<file path="config.mk">
export PLATFORM = sky130hd
export DESIGN_NAME = chain_dma
export DESIGN_NICKNAME = d
export VERILOG_FILES = /design/src/rtl/chain_dma_pkg.sv /design/src/rtl/chain_dma_ctl.sv /design/src/rtl/chain_dma_seq.sv /design/src/rtl/chain_dma_irq.sv /design/src/rtl/chain_dma.sv
export SDC_FILE = /design/constraint.sdc
export NUM_CORES = 1
export LEC_CHECK = 0
export CORE_MARGIN = 4
export CORE_UTILIZATION = 30
export DETAILED_ROUTE_END_ITERATION = 16
export GPL_TIMING_DRIVEN = 0
export RECOVER_POWER = 25
export SLEW_MARGIN = 20
export SYNTH_ARGS = -nofsm -noshare
export SYNTH_HDL_FRONTEND = slang
export SYNTH_SLANG_ARGS = --single-unit
</file>
<file path="constraint.sdc">
create_clock -name clk -period 12.49 [get_ports clk]
set_clock_uncertainty 0.2 [all_clocks]
set_input_delay 2.498 -clock clk [delete_from_list [all_inputs] [get_ports clk]]
set_output_delay 2.498 -clock clk [all_outputs]
set_load 0.02 [all_outputs]
</file>
<file path="src/rtl/chain_dma_pkg.sv">
package chain_dma_pkg;

  typedef enum logic [2:0] {
    S_IDLE,
    S_FETCH,
    S_WAIT,
    S_RD,
    S_WR,
    S_DONE,
    S_DUMP
  } seq_state_t;

  // control word field positions
  localparam int CTL_ADDR_LSB  = 6;
  localparam int CTL_STOP_BIT  = 4;
  localparam int CTL_START_BIT = 3;
  localparam int CTL_QUERY_BIT = 2;

  // command word field positions
  localparam int CMD_TO_DEV_BIT = 12;
  localparam int CMD_INT_BIT    = 1;
  localparam int CMD_MASK_BIT   = 0;

  // descriptor layout
  localparam int DESC_WORDS = 8;
  localparam int WI_NEXT    = 0;
  localparam int WI_MADDR   = 1;
  localparam int WI_DADDR   = 2;
  localparam int WI_LEN     = 3;
  localparam int WI_CMD     = 6;
  localparam int WI_STAT    = 7;

endpackage

</file>
<file path="src/rtl/chain_dma_ctl.sv">
module chain_dma_ctl
  import chain_dma_pkg::*;
#(
  parameter int CHAN_W  = 2,
  parameter int CHAN_ID = 1
) (
  input  logic        clk,
  input  logic        rst_n,
  input  logic        wr_en,
  input  logic [31:0] wr_data,
  input  logic        take_start,
  input  logic        take_query,
  input  logic        take_stop,
  output logic        start_pend,
  output logic        query_pend,
  output logic        stop_pend,
  output logic [31:0] start_addr,
  output logic [31:0] query_addr,
  output logic [31:0] rd_data
);

  logic hit;
  logic set_start, set_query, set_stop;
  logic start_q, query_q, stop_q;
  logic start_d, query_d, stop_d;
  logic shown_en;
  logic [31:5] shown_q;
  logic [31:CTL_ADDR_LSB] saddr_q, qaddr_q;

  always_comb begin
    hit       = wr_en && (wr_data[CHAN_W-1:0] == CHAN_ID[CHAN_W-1:0]);
    set_start = hit && wr_data[CTL_START_BIT];
    set_query = hit && wr_data[CTL_QUERY_BIT];
    set_stop  = hit && wr_data[CTL_STOP_BIT];
    shown_en  = set_start || set_query;
    start_d   = set_start || (start_q && !take_start);
    query_d   = set_query || (query_q && !take_query);
    stop_d    = set_stop  || (stop_q  && !take_stop);
  end

  always_ff @(posedge clk or negedge rst_n) begin
    if (!rst_n) begin
      start_q <= 1'b0;
      query_q <= 1'b0;
      stop_q  <= 1'b0;
      shown_q <= '0;
      saddr_q <= '0;
      qaddr_q <= '0;
    end else begin
      start_q <= start_d;
      query_q <= query_d;
      stop_q  <= stop_d;
      if (shown_en)  shown_q <= wr_data[31:5];
      if (set_start) saddr_q <= wr_data[31:CTL_ADDR_LSB];
      if (set_query) qaddr_q <= wr_data[31:CTL_ADDR_LSB];
    end
  end

  always_comb begin
    rd_data                = '0;
    rd_data[31:5]          = shown_q;
    rd_data[CTL_STOP_BIT]  = stop_q;
    rd_data[CTL_START_BIT] = start_q;
    rd_data[CTL_QUERY_BIT] = query_q;
    rd_data[CHAN_W-1:0]    = CHAN_ID[CHAN_W-1:0];
  end

  assign start_pend = start_q;
  assign query_pend = query_q;
  assign stop_pend  = stop_q;
  assign start_addr = {saddr_q, {CTL_ADDR_LSB{1'b0}}};
  assign query_addr = {qaddr_q, {CTL_ADDR_LSB{1'b0}}};

  assert_chan_filter_R2: assert property (@(posedge clk) disable iff (!rst_n)
    (wr_en && !hit && !take_start && !take_query && !take_stop)
      |=> ($stable(start_pend) && $stable(query_pend) && $stable(stop_pend)));

  assert_start_clears_R3: assert property (@(posedge clk) disable iff (!rst_n)
    (take_start && !set_start) |=> !start_pend);

  assert_query_clears_R11: assert property (@(posedge clk) disable iff (!rst_n)
    (take_query && !set_query) |=> !query_pend);

endmodule

</file>
<file path="src/rtl/chain_dma_seq.sv">
module chain_dma_seq
  import chain_dma_pkg::*;
(
  input  logic        clk,
  input  logic        rst_n,
  input  logic        start_pend,
  input  logic [31:0] start_addr,
  input  logic        query_pend,
  input  logic [31:0] query_addr,
  input  logic        stop_pend,
  output logic        take_start,
  output logic        take_query,
  output logic        take_stop,
  output logic        mem_req,
  output logic        mem_we,
  output logic [31:0] mem_addr,
  output logic [31:0] mem_wdata,
  input  logic        mem_ready,
  input  logic [31:0] mem_rdata,
  input  logic        per_req,
  output logic        per_ack,
  output logic        desc_done,
  output logic        int_req,
  output logic        int_mask
);

  localparam int IDX_W = $clog2(DESC_WORDS);
  localparam logic [IDX_W-1:0] LAST_IDX = IDX_W'(DESC_WORDS - 1);
  localparam logic [IDX_W-1:0] STAT_IDX = IDX_W'(WI_STAT);

  seq_state_t state_q, state_d;
  logic [IDX_W-1:0] idx_q, idx_d;
  logic [31:0] base_q, base_d;
  logic ret_q, ret_d;
  logic [31:0] data_q;
  logic ack_q;
  logic [31:0] desc_q [DESC_WORDS];

  logic desc_ld, data_ld, adv;
  logic to_dev, last_idx, len_zero;
  logic [31:0] word_off, dump_word;

  always_comb begin
    to_dev    = desc_q[WI_CMD][CMD_TO_DEV_BIT];
    last_idx  = (idx_q == LAST_IDX);
    len_zero  = (desc_q[WI_LEN] == 32'd0);
    word_off  = {{(30-IDX_W){1'b0}}, idx_q, 2'b00};
    dump_word = (idx_q == STAT_IDX) ? {31'd0, ret_q} : desc_q[idx_q];
  end

  always_comb begin
    state_d    = state_q;
    idx_d      = idx_q;
    base_d     = base_q;
    ret_d      = ret_q;
    desc_ld    = 1'b0;
    data_ld    = 1'b0;
    adv        = 1'b0;
    take_start = 1'b0;
    take_query = 1'b0;
    take_stop  = 1'b0;
    mem_req    = 1'b0;
    mem_we     = 1'b0;
    mem_addr   = base_q + word_off;
    mem_wdata  = '0;
    case (state_q)
      S_IDLE: begin
        if (query_pend) begin
          state_d = S_DUMP;
          base_d  = query_addr;
          idx_d   = '0;
          ret_d   = 1'b0;
        end else if (start_pend) begin
          take_start = 1'b1;
          state_d    = S_FETCH;
          base_d     = start_addr;
          idx_d      = '0;
        end else if (stop_pend) begin
          take_stop = 1'b1;
        end
      end
      S_FETCH: begin
        mem_req = 1'b1;
        if (mem_ready) begin
          desc_ld = 1'b1;
          if (last_idx) state_d = S_WAIT;
          else          idx_d   = idx_q + IDX_W'(1);
        end
      end
      S_WAIT: begin
        if (query_pend) begin
          state_d = S_DUMP;
          base_d  = query_addr;
          idx_d   = '0;
          ret_d   = 1'b1;
        end else if (stop_pend) begin
          take_stop = 1'b1;
          state_d   = S_IDLE;
        end else if (len_zero) begin
          state_d = S_DONE;
        end else if (per_req) begin
          state_d = S_RD;
        end
      end
      S_RD: begin
        mem_req  = 1'b1;
        mem_addr = to_dev ? desc_q[WI_MADDR] : desc_q[WI_DADDR];
        if (mem_ready) begin
          data_ld = 1'b1;
          state_d = S_WR;
        end
      end
      S_WR: begin
        mem_req   = 1'b1;
        mem_we    = 1'b1;
        mem_addr  = to_dev ? desc_q[WI_DADDR] : desc_q[WI_MADDR];
        mem_wdata = data_q;
        if (mem_ready) begin
          adv     = 1'b1;
          state_d = S_WAIT;
        end
      end
      S_DONE: begin
        if (desc_q[WI_NEXT][0]) begin
          state_d = S_FETCH;
          base_d  = {desc_q[WI_NEXT][31:2], 2'b00};
          idx_d   = '0;
        end else begin
          state_d = S_IDLE;
        end
      end
      S_DUMP: begin
        mem_req   = 1'b1;
        mem_we    = 1'b1;
        mem_wdata = dump_word;
        if (mem_ready) begin
          if (last_idx) begin
            take_query = 1'b1;
            state_d    = ret_q ? S_WAIT : S_IDLE;
          end else begin
            idx_d = idx_q + IDX_W'(1);
          end
        end
      end
      default: state_d = S_IDLE;
    endcase
  end

  always_ff @(posedge clk or negedge rst_n) begin
    if (!rst_n) begin
      state_q <= S_IDLE;
      idx_q   <= '0;
      base_q  <= '0;
      ret_q   <= 1'b0;
      data_q  <= '0;
      ack_q   <= 1'b0;
      for (int i = 0; i < DESC_WORDS; i++) desc_q[i] <= '0;
    end else begin
      state_q <= state_d;
      idx_q   <= idx_d;
      base_q  <= base_d;
      ret_q   <= ret_d;
      ack_q   <= adv;
      if (data_ld) data_q <= mem_rdata;
      if (desc_ld) desc_q[idx_q] <= mem_rdata;
      if (adv) begin
        desc_q[WI_MADDR] <= desc_q[WI_MADDR] + 32'd4;
        desc_q[WI_LEN]   <= desc_q[WI_LEN] - 32'd1;
      end
    end
  end

  assign per_ack   = ack_q;
  assign desc_done = (state_q == S_DONE);
  assign int_req   = desc_q[WI_CMD][CMD_INT_BIT];
  assign int_mask  = desc_q[WI_CMD][CMD_MASK_BIT];

  assert_mem_hold_R4: assert property (@(posedge clk) disable iff (!rst_n)
    (mem_req && !mem_ready)
      |=> (mem_req && $stable(mem_addr) && $stable(mem_we) && $stable(mem_wdata)));

  assert_ack_pulse_R5: assert property (@(posedge clk) disable iff (!rst_n)
    per_ack |=> !per_ack);

  assert_stop_quiet_R12: assert property (@(posedge clk) disable iff (!rst_n)
    take_stop |=> !mem_req);

endmodule

</file>
<file path="src/rtl/chain_dma_irq.sv">
module chain_dma_irq (
  input  logic clk,
  input  logic rst_n,
  input  logic done,
  input  logic int_req,
  input  logic int_mask,
  output logic irq
);

  logic irq_q, irq_d;

  always_comb irq_d = done && int_req && !int_mask;

  always_ff @(posedge clk or negedge rst_n) begin
    if (!rst_n) irq_q <= 1'b0;
    else        irq_q <= irq_d;
  end

  assign irq = irq_q;

  assert_irq_pulse_R9: assert property (@(posedge clk) disable iff (!rst_n)
    irq |=> !irq);

endmodule

</file>
<file path="src/rtl/chain_dma.sv">
module chain_dma #(
  parameter int CHAN_W  = 2,
  parameter int CHAN_ID = 1
) (
  input  logic        clk,
  input  logic        rst_n,
  input  logic        ctl_we,
  input  logic [31:0] ctl_wdata,
  output logic [31:0] ctl_rdata,
  output logic        mem_req,
  output logic        mem_we,
  output logic [31:0] mem_addr,
  output logic [31:0] mem_wdata,
  input  logic        mem_ready,
  input  logic [31:0] mem_rdata,
  input  logic        per_req,
  output logic        per_ack,
  output logic        irq
);

  logic [1:0] rst_sync_q;
  logic       rst_i;

  always_ff @(posedge clk or negedge rst_n) begin
    if (!rst_n) rst_sync_q <= 2'b00;
    else        rst_sync_q <= {rst_sync_q[0], 1'b1};
  end
  assign rst_i = rst_sync_q[1];

  logic start_pend, query_pend, stop_pend;
  logic take_start, take_query, take_stop;
  logic [31:0] start_addr, query_addr;
  logic desc_done, int_req, int_mask;

  chain_dma_ctl #(
    .CHAN_W  (CHAN_W),
    .CHAN_ID (CHAN_ID)
  ) ctl_i (
    .clk        (clk),
    .rst_n      (rst_i),
    .wr_en      (ctl_we),
    .wr_data    (ctl_wdata),
    .take_start (take_start),
    .take_query (take_query),
    .take_stop  (take_stop),
    .start_pend (start_pend),
    .query_pend (query_pend),
    .stop_pend  (stop_pend),
    .start_addr (start_addr),
    .query_addr (query_addr),
    .rd_data    (ctl_rdata)
  );

  chain_dma_seq seq_i (
    .clk        (clk),
    .rst_n      (rst_i),
    .start_pend (start_pend),
    .start_addr (start_addr),
    .query_pend (query_pend),
    .query_addr (query_addr),
    .stop_pend  (stop_pend),
    .take_start (take_start),
    .take_query (take_query),
    .take_stop  (take_stop),
    .mem_req    (mem_req),
    .mem_we     (mem_we),
    .mem_addr   (mem_addr),
    .mem_wdata  (mem_wdata),
    .mem_ready  (mem_ready),
    .mem_rdata  (mem_rdata),
    .per_req    (per_req),
    .per_ack    (per_ack),
    .desc_done  (desc_done),
    .int_req    (int_req),
    .int_mask   (int_mask)
  );

  chain_dma_irq irq_i (
    .clk      (clk),
    .rst_n    (rst_i),
    .done     (desc_done),
    .int_req  (int_req),
    .int_mask (int_mask),
    .irq      (irq)
  );

  assert_reset_quiet_R1: assert property (@(posedge clk) disable iff (!rst_i)
    $rose(rst_i) |-> (!mem_req && !irq));

endmodule

</file>
Word level (Yosys, flattened, before mapping). Index checks and enable logic that the tools add are counted.

Flip-flop bits (word level): 413. Input port bits: 69. Output and inout port bits: 100.

$add $sub $neg: 4. Order comparisons: 2. Eq/ne operators: 21. Mux-type cells: 61. Bitwise gates (word level): 1. Reductions and logical operators: 31.

Operator list (count): $mux W32 (12); $bwmux W256 (1); $mux W224 (1); $pmux W32 S2 (2); $bmux W32 S3 (1); $demux W32 S3 (1); $pmux W32 S3 (1); $mux W3 (18); $add A32 B3 Y32 const B (1); $add A32 B5 Y32 (1); $logic_not A32 Y1 (1); $sub A32 B1 Y32 const B (1); $pmux W3 S7 (1); $mux W1 (19); $ne A2 B2 Y1 const B (7); $eq A3 B3 Y1 const B (4); $pmux W3 S4 (1); $logic_and A1 B1 Y1 (10); $ne A2 B1 Y1 const B (4); $reduce_and A8 Y1 (1); $eq A3 B2 Y1 const B (2); $reduce_and A6 Y1 (1); $ne A5 B4 Y1 const B (1); $ge A4 B4 Y1 const B (1); other kinds (18) (27).

Logic depth before layout (Yosys ltp). Gate-level depths: netlist of run 1.

Depth after elaboration: 8. Gate-level depth with buffers: 9. Mapped depth without buffers: 7.

Modules after synthesis. Synthesis of run 1 repeated with hierarchy kept, for this count alone.

Cell total of the unflattened synthesis: 1888. Area, all modules: 21090.2 um2.

By module, submodules not included: chain_dma_seq (times used 1, cells an instance 1684, area an instance 17684.5 um2, sequential area each 8207.9 um2); chain_dma_ctl (times used 1, cells an instance 199, area an instance 3318.2 um2, sequential area each 2052.0 um2); chain_dma (times used 1, cells an instance 3, area an instance 53.8 um2, sequential area each 50.0 um2); chain_dma_irq (times used 1, cells an instance 2, area an instance 33.8 um2, sequential area each 25.0 um2).

Worst setup path before layout of run 1. Ideal clock, no wire load.

Path type: register to output. From: reg seq_i.idx_q[0]. To: out mem_addr[30]. Arrival: 2.299 ns. Required time: 9.792 ns. Slack: 7.493 ns. Cell stages (with the launch flop): 9. Cell sequence: dfrtp_1 > ha_1 > fa_1 > a21oi_1 > or2_2 > clkbuf_1 > nor4_1 > xnor2_1 > o21ai_0.

Cells in the longest elaborated chain, start to end: 2.

RTL lines: from (decl) (line chain_dma_seq.sv:32) `logic [IDX_W-1:0] idx_q, idx_d;`; from (signal assigned) (line chain_dma_seq.sv:160) `idx_q <= idx_d;`; $add A32 B5 Y32 (line chain_dma_seq.sv:64) `mem_addr = base_q + word_off;`; $pmux W32 S2 (line chain_dma_seq.sv:66) `case (state_q)`; to (decl) (line chain_dma.sv:12) `output logic [31:0] mem_addr,`.

Every way passes these cells.

==> results of run 1 <==
layer usage:
| metal | vias up | GRT usage, % | part of all wire, % | wire length [µm] |
|---|---|---|---|---|
| li1 | 7255 | - | - | - |
| met1 | 8971 | 28.83 | 40 | 32430 |
| met2 | 971 | 34.83 | 46 | 37080 |
| met3 | 232 | 4.267 | 8.6 | 6871 |
| met4 | 2 | 9.871 | 4.9 | 3931 |
| met5 | - | 0 | 0.016 | 13 |
through the flow:
step	setup slack (ns)	cells	cell area (µm²)	total power (W)	util [%]
global route	3.748	2895	24320	0.005737	36.21
finish	5.089	2897	24320	0.005516	36.22
global placement	3.117	2803	22760	0.004111	33.89
CTS	5.292	2894	24450	0.005505	36.41
detailed placement	5.968	2811	22980	0.004158	34.21
floorplan	5.585	1796	20330	0.003131	-
worst max-delay path: cells and delay by family, from the launching register on:
kind	cells	cell delay (ns)
buf+inv	3	5.21
flops	1	1.42
worst paths after layout:
path | start | endpoint | slack, ns
min reg2reg | rst_sync_q[0]$_DFF_PN0_ | rst_sync_q[1]$_DFF_PN0_ | 0.15
max in group clk | seq_i.state_q[2]$_DFFE_PN0P_ | mem_addr[26] | 5.20
min | rst_sync_q[0]$_DFF_PN0_ | rst_sync_q[1]$_DFF_PN0_ | 0.15
max | rst_sync_q[1]$_DFF_PN0_ | seq_i.desc_q[196]$_DFFE_PN0P_ | 5.09
max reg2reg | rst_sync_q[1]$_DFF_PN0_ | seq_i.desc_q[196]$_DFFE_PN0P_ | 5.09
min in group asynchronous | rst_sync_q[1]$_DFF_PN0_ | seq_i.data_q[23]$_DFFE_PN0P_ | 0.48
kinds of logic after synthesis:
logic type	Yosys count
other	2
and+or+nand+nor	389
AOI/OAI and AO/OA	439
buffers and inverters	200
xor gates and xnor gates	33
muxes	312
adders and majority gates	9
DFF	411
registers in the layout (all words and copies together) (netlist names), 2 cells and up:
name,count
seq_i.state_q,3
ctl_i.saddr_q,26
seq_i.desc_q,254
seq_i.data_q,32
rst_sync_q,2
ctl_i.qaddr_q,26
seq_i.idx_q,3
seq_i.base_q,30
ctl_i.shown_q,27
area by class of cell:
| class | count | area, µm² | share of cell area, % |
|---|---|---|---|
| antenna | 3 | 7.507 | 0.03086 |
| buffer | 179 | 714.4 | 2.937 |
| clock buffer | 72 | 1380 | 5.674 |
| clock inverter | 11 | 97.59 | 0.4012 |
| inverter | 21 | 78.83 | 0.3241 |
| multi-input combinational | 1185 | 9249 | 38.02 |
| sequential | 411 | 10280 | 42.28 |
| tap | 873 | 1092 | 4.491 |
| timing repair buffer | 142 | 1419 | 5.833 |
where the power goes:
part	total [W]	leakage [nW]	internal [W]	switching, W
Clock	0.00134	0.725	0.000762	0.000575
Combinational	0.00207	4.26	0.000840	0.00123
Sequential	0.00211	5.33	0.00167	0.000442
Total	0.00552	10.3	0.00327	0.00225
cell usage in the layout (no fill, tap or decap), drive strengths merged, types with 16 or more instances in the layout:
cell and count:
a22oi 130, a21oi 43, xnor2 23, nor3 20, clkbuf 181, o22ai 26
buf 78, dfrtp 411, inv 22, nor2 64, a221oi 62, o211ai 29
nand2 114, nand3 60, o21ai 35, nor4 17, o311ai 16, mux2 308
nand4 50, clkdlybuf4s50 134, a22o 33, a222oi 27
synthesized netlist by cell type, drive strengths merged, types with 6 or more instances:
library cell	number
a21oi	43
a221oi	62
a222oi	27
a22o	33
a22oi	130
and3	12
and3b	6
buf	76
clkbuf	103
dfrtp	411
ha	8
inv	21
mux2	308
nand2	114
nand3	60
nand4	50
nor2	64
nor3	20
nor4	17
o211ai	29
o21ai	35
o22ai	26
o311ai	16
or3	8
or4	9
xnor2	23
xor2	10
==> impl_metrics.tcl, run 1 <==
set metrics [dict create \
    outcome "complete, but fails checks" \
    violations "capacitance limit, slew limit" \
    synthSimpleGateAreaFrac_pct 9.820 \
    fin_nets 2065 \
    critPathKind "register to asynchronous set/reset pin" \
    async_reset_ff_share_pct 100.0 \
    path_cells "clkbuf_1, clkbuf_1, clkbuf_1" \
    yosysUniqueCellTypes 66 \
    clockBufferDepth 3 \
    ioPinCount 169 \
    clock_latency_ns 0.60 \
    drc 0 \
    synth_compound_area_share_pct 16.30 \
    dieArea_um2 71970 \
    synthFlopType "dfrtp_1" \
    cp_common_cell "clkbuf_1" \
    arrival_ns 7.29 \
    seq_area_frac_synth_pct 50.61 \
    whs_ns 0.1502 \
    post_cts_resized 0 \
    cts_tree "yes" \
    synthCells 1795 \
    min_period_ns 7.401 \
    initial_core_util_pct 30.26 \
    tightestPinTransition_ns 2.818 \
    synthTopCellsByArea "dfrtp_1 (51%), mux2_2 (17%), a22oi_1 (4.8%)" \
    yosys_register_bits 411 \
    drtPass1Iterations 7 \
    min_path_cells 0 \
    netlist_area_um2 20320 \
    maxCapViolations 7 \
    synth_edf_count 0 \
    numClockSinks 411 \
    dpl.hpwl_um 59460 \
    synthXorXnorAreaFrac_pct 1.422 \
    numCtsBuffers 47 \
    drv_slew 304 \
    slowest_delay_ns 2.09 \
    finalWeightedCongestion 0.9327 \
    r2r_cells 3 \
    crit_slowest_cell "clkbuf_1" \
    ctsHoldBuffers 0 \
    path_clk_slew_ns 0.06 \
    fmax_mhz 135.1 \
    post_cts_buffers 0 \
    fp.dieW_um 268.3 \
    synth_area_leader_cell "dfrtp_1" \
    end_kind "asynchronous set/reset pin" \
    relSlewSlack_pct -87.86 \
    critPathMaxFanout 46 \
    root_buffer "clkbuf_16" \
    grt_overflow_total 0 \
    finalHoldViolCount 0 \
    required_ns 12.38 \
    worstHoldPathType "register to register" \
    syn_to_final_growth_pct 19.68 \
    portBuffers 134 \
    antenna_found_initial 3 \
    synthAdderAreaFrac_pct 0.5910 \
    drtIter0Drc 1850 \
    wl_um 80330 \
    final_layout_size_suffix_gt1_share_pct 20.53 \
    h-tree-depth 2 \
    viasPerCell 6.017 \
    grt_pass1_vias 17200 \
    postRouteAntennaNets 0 \
    avgSynthCellArea_um2 11.32 \
    core_area_um2 67160 \
    rsz0062_at_grt "no" \
    powerDensity_nw_per_um2 226.8 \
    die_y_um 268.3 \
    start_kind "register" \
    synth_top_family_by_area "multiplexers" \
    grt_pass1_wl_um 116700 \
    fin_crit_sh_pct 59.25 \
    fp-row-count 95 \
    p_leak_nw 10.32 \
    setup_viol 0 \
    num-fill-cells 6590 \
    yosysWarningCount 0 \
    muxShareOfSynthArea_pct 17.32 \
    synth_top_area_share_pct 50.61 \
    vias 17430 \
    grt_max_degree 62 \
    peakVddDrop_mv 0.1625 \
    wl_per_cell_um 27.73 \
    setup-tns-final_ns 0 \
    grtUsageTotal_pct 21.82 \
]
Power figures use the tool's default switching activity.
==> inputs of run 2 (changes only) <==
clock period = 7.7 ns   (was 12.49 ns; I/O delays follow)
==> impl_metrics.tcl, run 2 (same netlist as run 1, synthesis figures left out) <==
set metrics [dict create \
    final_layout_size_suffix_gt1_share_pct 20.68 \
    portBuffers 134 \
    postRouteAntennaNets 0 \
    min_period_ns 6.346 \
    largest_reg_flops 254 \
    largest-register "seq_i.desc_q" \
    maxCapViolations 4 \
    grtUsageTotal_pct 21.82 \
    post_cts_resized 0 \
    core_area_um2 67160 \
    critPathKind "register to output port" \
    path_clk_slew_ns 0.06 \
    drtPass1Iterations 7 \
    grt_pass1_vias 17200 \
    final_core_util_pct 36.32 \
    powerDensity_nw_per_um2 367.0 \
    drtIter0Drc 1930 \
    peakVddDrop_mv 0.2642 \
    initial_core_util_pct 30.26 \
    violations "capacitance limit, slew limit" \
    start_kind "register" \
    post_cts_buffers 0 \
    ctsHoldBuffers 0 \
    reg.largest.list "seq_i.desc_q: 254 flops, seq_i.data_q: 32 flops, seq_i.base_q: 30 flops" \
    drv_slew 164 \
    intPower_w 0.005303 \
    critPathMaxFanout 10 \
    cp_common_cell "clkbuf_1" \
    relSlewSlack_pct -77.87 \
    crit_slowest_cell "nor3b_1" \
    fp.dieW_um 268.3 \
    fp-row-count 95 \
    path_cells "clkbuf_1, nor3b_1, clkbuf_1, buf_1, a221oi_1, o22ai_1, clkdlybuf4s50_1" \
    root_buffer "clkbuf_16" \
    combinationalPowerShare_pct 37.6 \
    mostFrequentLayoutCells "dfrtp_1 (411), mux2_2 (308), clkdlybuf4s50_1 (133)" \
    finalWeightedCongestion 0.9327 \
    fin_cells 2897 \
    setup-tns-final_ns 0 \
    antenna_found_initial 3 \
    drc 0 \
    tightestPinTransition_ns 2.668 \
    clkPwrFrac_pct 24.2 \
    netSwitchingFraction_pct 40.77 \
    wl_um 80420 \
    wl_per_cell_um 27.76 \
    fin_crit_sh_pct 82.42 \
    num-fill-cells 6578 \
    outcome "complete, but fails checks" \
    required_ns 5.96 \
    fin_nets 2065 \
    final_common_cell "dfrtp_1" \
    slowest_delay_ns 0.75 \
    grt_pass1_wl_um 116700 \
    rsz0062_at_grt "no" \
    arrival_ns 4.61 \
    vias 17360 \
    power.share.sequential_pct 38.2 \
    cts_tree "yes" \
    setup_viol 0 \
    grt_overflow_total 0 \
    viasPerCell 5.992 \
    clock_latency_ns 0.60 \
    dp_cells 2811 \
    ioPinCount 169 \
    h-tree-depth 2 \
    worstHoldPathType "register to register" \
    cp.buffers_inverters 4 \
    syn_to_final_growth_pct 20.03 \
    dieArea_um2 71970 \
    fmax_mhz 157.6 \
    dpl.hpwl_um 59460 \
    p_leak_nw 10.36 \
    cp_top_family "buffers and inverters" \
    end_kind "output port" \
    grt_max_degree 62 \
    numCtsBuffers 47 \
    numClockSinks 411 \
    finalHoldViolCount 0 \
    die_y_um 268.3 \
    switching_power_w 0.003650 \
    clockBufferDepth 3 \
]
==> run 2: worst reg2reg max path, cell delays in order (launching register included) <==
cell	delay, ns
dfrtp_1	1.41
clkbuf_1	1.44
clkbuf_1	1.98
==> run 2: layout make-up <==
class / count / area [µm²] / share of cell area (%)
antenna: 3 / 7.507 / 0.03077
timing repair buffer: 142 / 1490 / 6.109
inverter: 21 / 78.83 / 0.3231
buffer: 179 / 714.4 / 2.929
tap: 873 / 1092 / 4.478
multi-input combinational: 1185 / 9249 / 37.91
clock buffer: 72 / 1380 / 5.657
sequential: 411 / 10280 / 42.16
clock inverter: 11 / 97.59 / 0.4001
==> run 2: path summary, 6_finish.rpt <==
check,depth (start not counted),startpoint,to,slack (ns)
max,7,seq_i.state_q[2]$_DFFE_PN0P_,mem_addr[26],1.35
min,0,rst_sync_q[0]$_DFF_PN0_,rst_sync_q[1]$_DFF_PN0_,0.15
max reg2reg,2,rst_sync_q[1]$_DFF_PN0_,seq_i.data_q[3]$_DFFE_PN0P_,2.15
min reg2reg,0,rst_sync_q[0]$_DFF_PN0_,rst_sync_q[1]$_DFF_PN0_,0.15
max in group asynchronous,2,rst_sync_q[1]$_DFF_PN0_,seq_i.data_q[3]$_DFFE_PN0P_,2.15
min in group asynchronous,0,rst_sync_q[1]$_DFF_PN0_,seq_i.data_q[23]$_DFFE_PN0P_,0.48
==> run 2: routing by layer <==
metal  global-route usage (%)  share of wire (%)  wire length [µm]
met4                    9.871                4.7              3815
met3                    4.267                8.6              6923
met2                    34.83                 46             37040
met1                    28.83                 41             32620
met5                        0              0.012                10
==> run 2: power by group through the flow <==
stage                     registers (W)  clock network [W]  logic, W
after CTS                       0.00339            0.00219   0.00335
after global placement          0.00344                  0   0.00323
after detailed placement        0.00342                  0   0.00333
after floorplan                 0.00316                  0   0.00192
after global routing            0.00345            0.00228   0.00358
final                           0.00342            0.00217   0.00337
==> run 2: metrics by stage <==
step	power, W	area (µm²)	hold WS [ns]	worst slack, ns
5_1_grt	0.009311	24390	0.1582	1.151
3_5_place_dp	0.006744	22980	0.1349	2.136
2_1_floorplan	0.005080	20330	0.1311	0.7954
6_report	0.008953	24390	0.1501	1.354
3_3_place_gp	0.006669	22760	0.1375	-1.673
4_1_cts	0.008929	24450	0.1451	1.460
==> inputs of run 3 (changes only) <==
clock period = 5.15 ns   (was 7.7 ns; I/O delays follow)
==> impl_metrics.tcl, run 3 (same netlist as run 1, synthesis figures left out) <==
set metrics [dict create \
    grt_pass1_vias 17140 \
    final_common_cell "dfrtp_1" \
    postRouteAntennaNets 0 \
    outcome "complete, but fails checks" \
    reg.largest.list "seq_i.desc_q: 254 flops, seq_i.data_q: 32 flops, seq_i.base_q: 30 flops" \
    critPathMaxFanout 10 \
    clockBufferDepth 3 \
    final_core_util_pct 36.55 \
    end_kind "output port" \
    drtIter0Drc 2098 \
    critPathLaunch "seq_i.idx_q[2]$_DFFE_PN0P_" \
    timing.rr.end "seq_i.data_q[6]$_DFFE_PN0P_" \
    largest-register "seq_i.desc_q" \
    fp-row-count 95 \
    holdCritStartpoint "rst_sync_q[0]$_DFF_PN0_" \
    finalPower_w 0.01354 \
    tightestPinTransition_ns 2.487 \
    wl_per_cell_um 27.50 \
    relSlewSlack_pct -65.83 \
    num-fill-cells 6591 \
    grt_max_degree 59 \
    clock_latency_ns 0.61 \
    numClockSinks 411 \
    wl_um 79650 \
    antenna_found_initial 3 \
    cts_tree "yes" \
    netSwitchingFraction_pct 40.45 \
    grt_overflow_total 0 \
    drc 0 \
    arrival_ns 3.80 \
    fin_nets 2063 \
    setup-tns-final_ns 0 \
    r2r_slack_ns 0.90 \
    initial_core_util_pct 30.26 \
    path_clk_slew_ns 0.06 \
    rsz0062_at_grt "no" \
    numCtsBuffers 47 \
    powerDensity_nw_per_um2 551.4 \
    fin_ws_ns 0.1233 \
    worstHoldPathType "register to register" \
    intPower_w 0.008061 \
    maxCapViolations 3 \
    r2r_start "rst_sync_q[1]$_DFF_PN0_" \
    combinationalPowerShare_pct 37.3 \
    vias 17200 \
    r2r_cells 1 \
    post-place-ws_ns 0.1094 \
    grt_pass1_wl_um 117100 \
    root_buffer "clkbuf_16" \
    drv_slew 121 \
    min_path_cells 0 \
    worstHoldEndpoint "rst_sync_q[1]$_DFF_PN0_" \
    core_area_um2 67160 \
    power.share.sequential_pct 37.7 \
    grtUsageTotal_pct 21.76 \
    drtPass1Iterations 6 \
    p_leak_nw 10.50 \
    finalHoldViolCount 0 \
    dieArea_um2 71970 \
    critPathKind "register to output port" \
    finalWeightedCongestion 0.9292 \
    largest_reg_flops 254 \
    dpl.hpwl_um 59200 \
    violations "capacitance limit, slew limit" \
    required_ns 3.92 \
    start_kind "register" \
    clkPwrFrac_pct 25.0 \
    fp.dieW_um 268.3 \
    mostFrequentLayoutCells "dfrtp_1 (411), mux2_2 (308), clkdlybuf4s50_1 (133)" \
    fin_crit_sh_pct 97.61 \
    syn_to_final_growth_pct 20.79 \
    ioPinCount 169 \
    h-tree-depth 2 \
    min_period_ns 5.027 \
    fmax_mhz 198.9 \
    peakVddDrop_mv 0.3401 \
    switching_power_w 0.005476 \
    die_y_um 268.3 \
    setup_viol 0 \
    viasPerCell 5.940 \
    portBuffers 134 \
    final_layout_size_suffix_gt1_share_pct 22.46 \
]
==> run 3: final cells by class <==
cell class | instances | area, µm² | area share, %
Multi-Input combinational cell | 1185 | 9276 | 37.79
Timing Repair Buffer | 142 | 1513 | 6.162
Buffer | 177 | 735.7 | 2.997
Clock inverter | 19 | 193.9 | 0.7900
Sequential cell | 411 | 10280 | 41.90
Tap cell | 873 | 1092 | 4.450
Inverter | 21 | 78.83 | 0.3211
Clock buffer | 66 | 1369 | 5.576
Antenna cell | 2 | 5.005 | 0.02039
==> run 3: per-layer routing <==
metal	part of all wire (%)	track usage, %	routed length (µm)	up-vias
met5	0	0	0	-
met1	41	29.46	32780	8805
met2	45	34.07	35990	929
li1	-	-	-	7257
met4	5.0	9.786	4000	0
met3	8.6	4.093	6883	211
==> run 3: metrics by stage <==
step	hold slack [ns]	area, µm²	cells
2_1_floorplan	0.1312	20330	1796
6_report	0.1538	24550	2896
4_1_cts	0.1498	24550	2896
3_5_place_dp	0.1354	22970	2811
5_1_grt	0.1665	24550	2895
3_3_place_gp	0.1384	22760	2803
==> run 3: how the worst max path moves through the flow <==
| stage | end | cells after the start |
|---|---|---|
| floorplan | ctl_i.qaddr_q[10]$_DFFE_PN0P_ | 0 |
| global placement | ctl_i.shown_q[7]$_DFFE_PN0P_ | 0 |
| detailed placement | mem_addr[22] | 7 |
| CTS | mem_wdata[29] | 7 |
| global route | mem_addr[3] | 7 |
| finish | mem_wdata[20] | 7 |
==> run 3: critical path, stage by stage (launching register included) <==
cell and delay (ns):
dfrtp_1 0.44, clkbuf_1 0.31, nor3b_2 0.44, clkbuf_1 0.69, a22oi_1 0.33, nand4_1 0.20, a22o_1 0.18, clkdlybuf4s50_1 0.61
==> run 3: power groups by stage <==
stage | combinational [W] | sequential, W | clock, W
4_1_cts | 0.00500 | 0.00507 | 0.00343
3_5_place_dp | 0.00496 | 0.00512 | 0
6_report | 0.00504 | 0.00510 | 0.00339
5_1_grt | 0.00538 | 0.00517 | 0.00357
3_3_place_gp | 0.00485 | 0.00514 | 0
2_1_floorplan | 0.00287 | 0.00473 | 0
==> run 3: what timing repair did <==
action                                 CTS  global route
resized for setup                       10            42
hold buffers                             0             0
setup buffers                            0             0
setup endpoints to repair               54            45
endpoints found under the hold margin    0             0
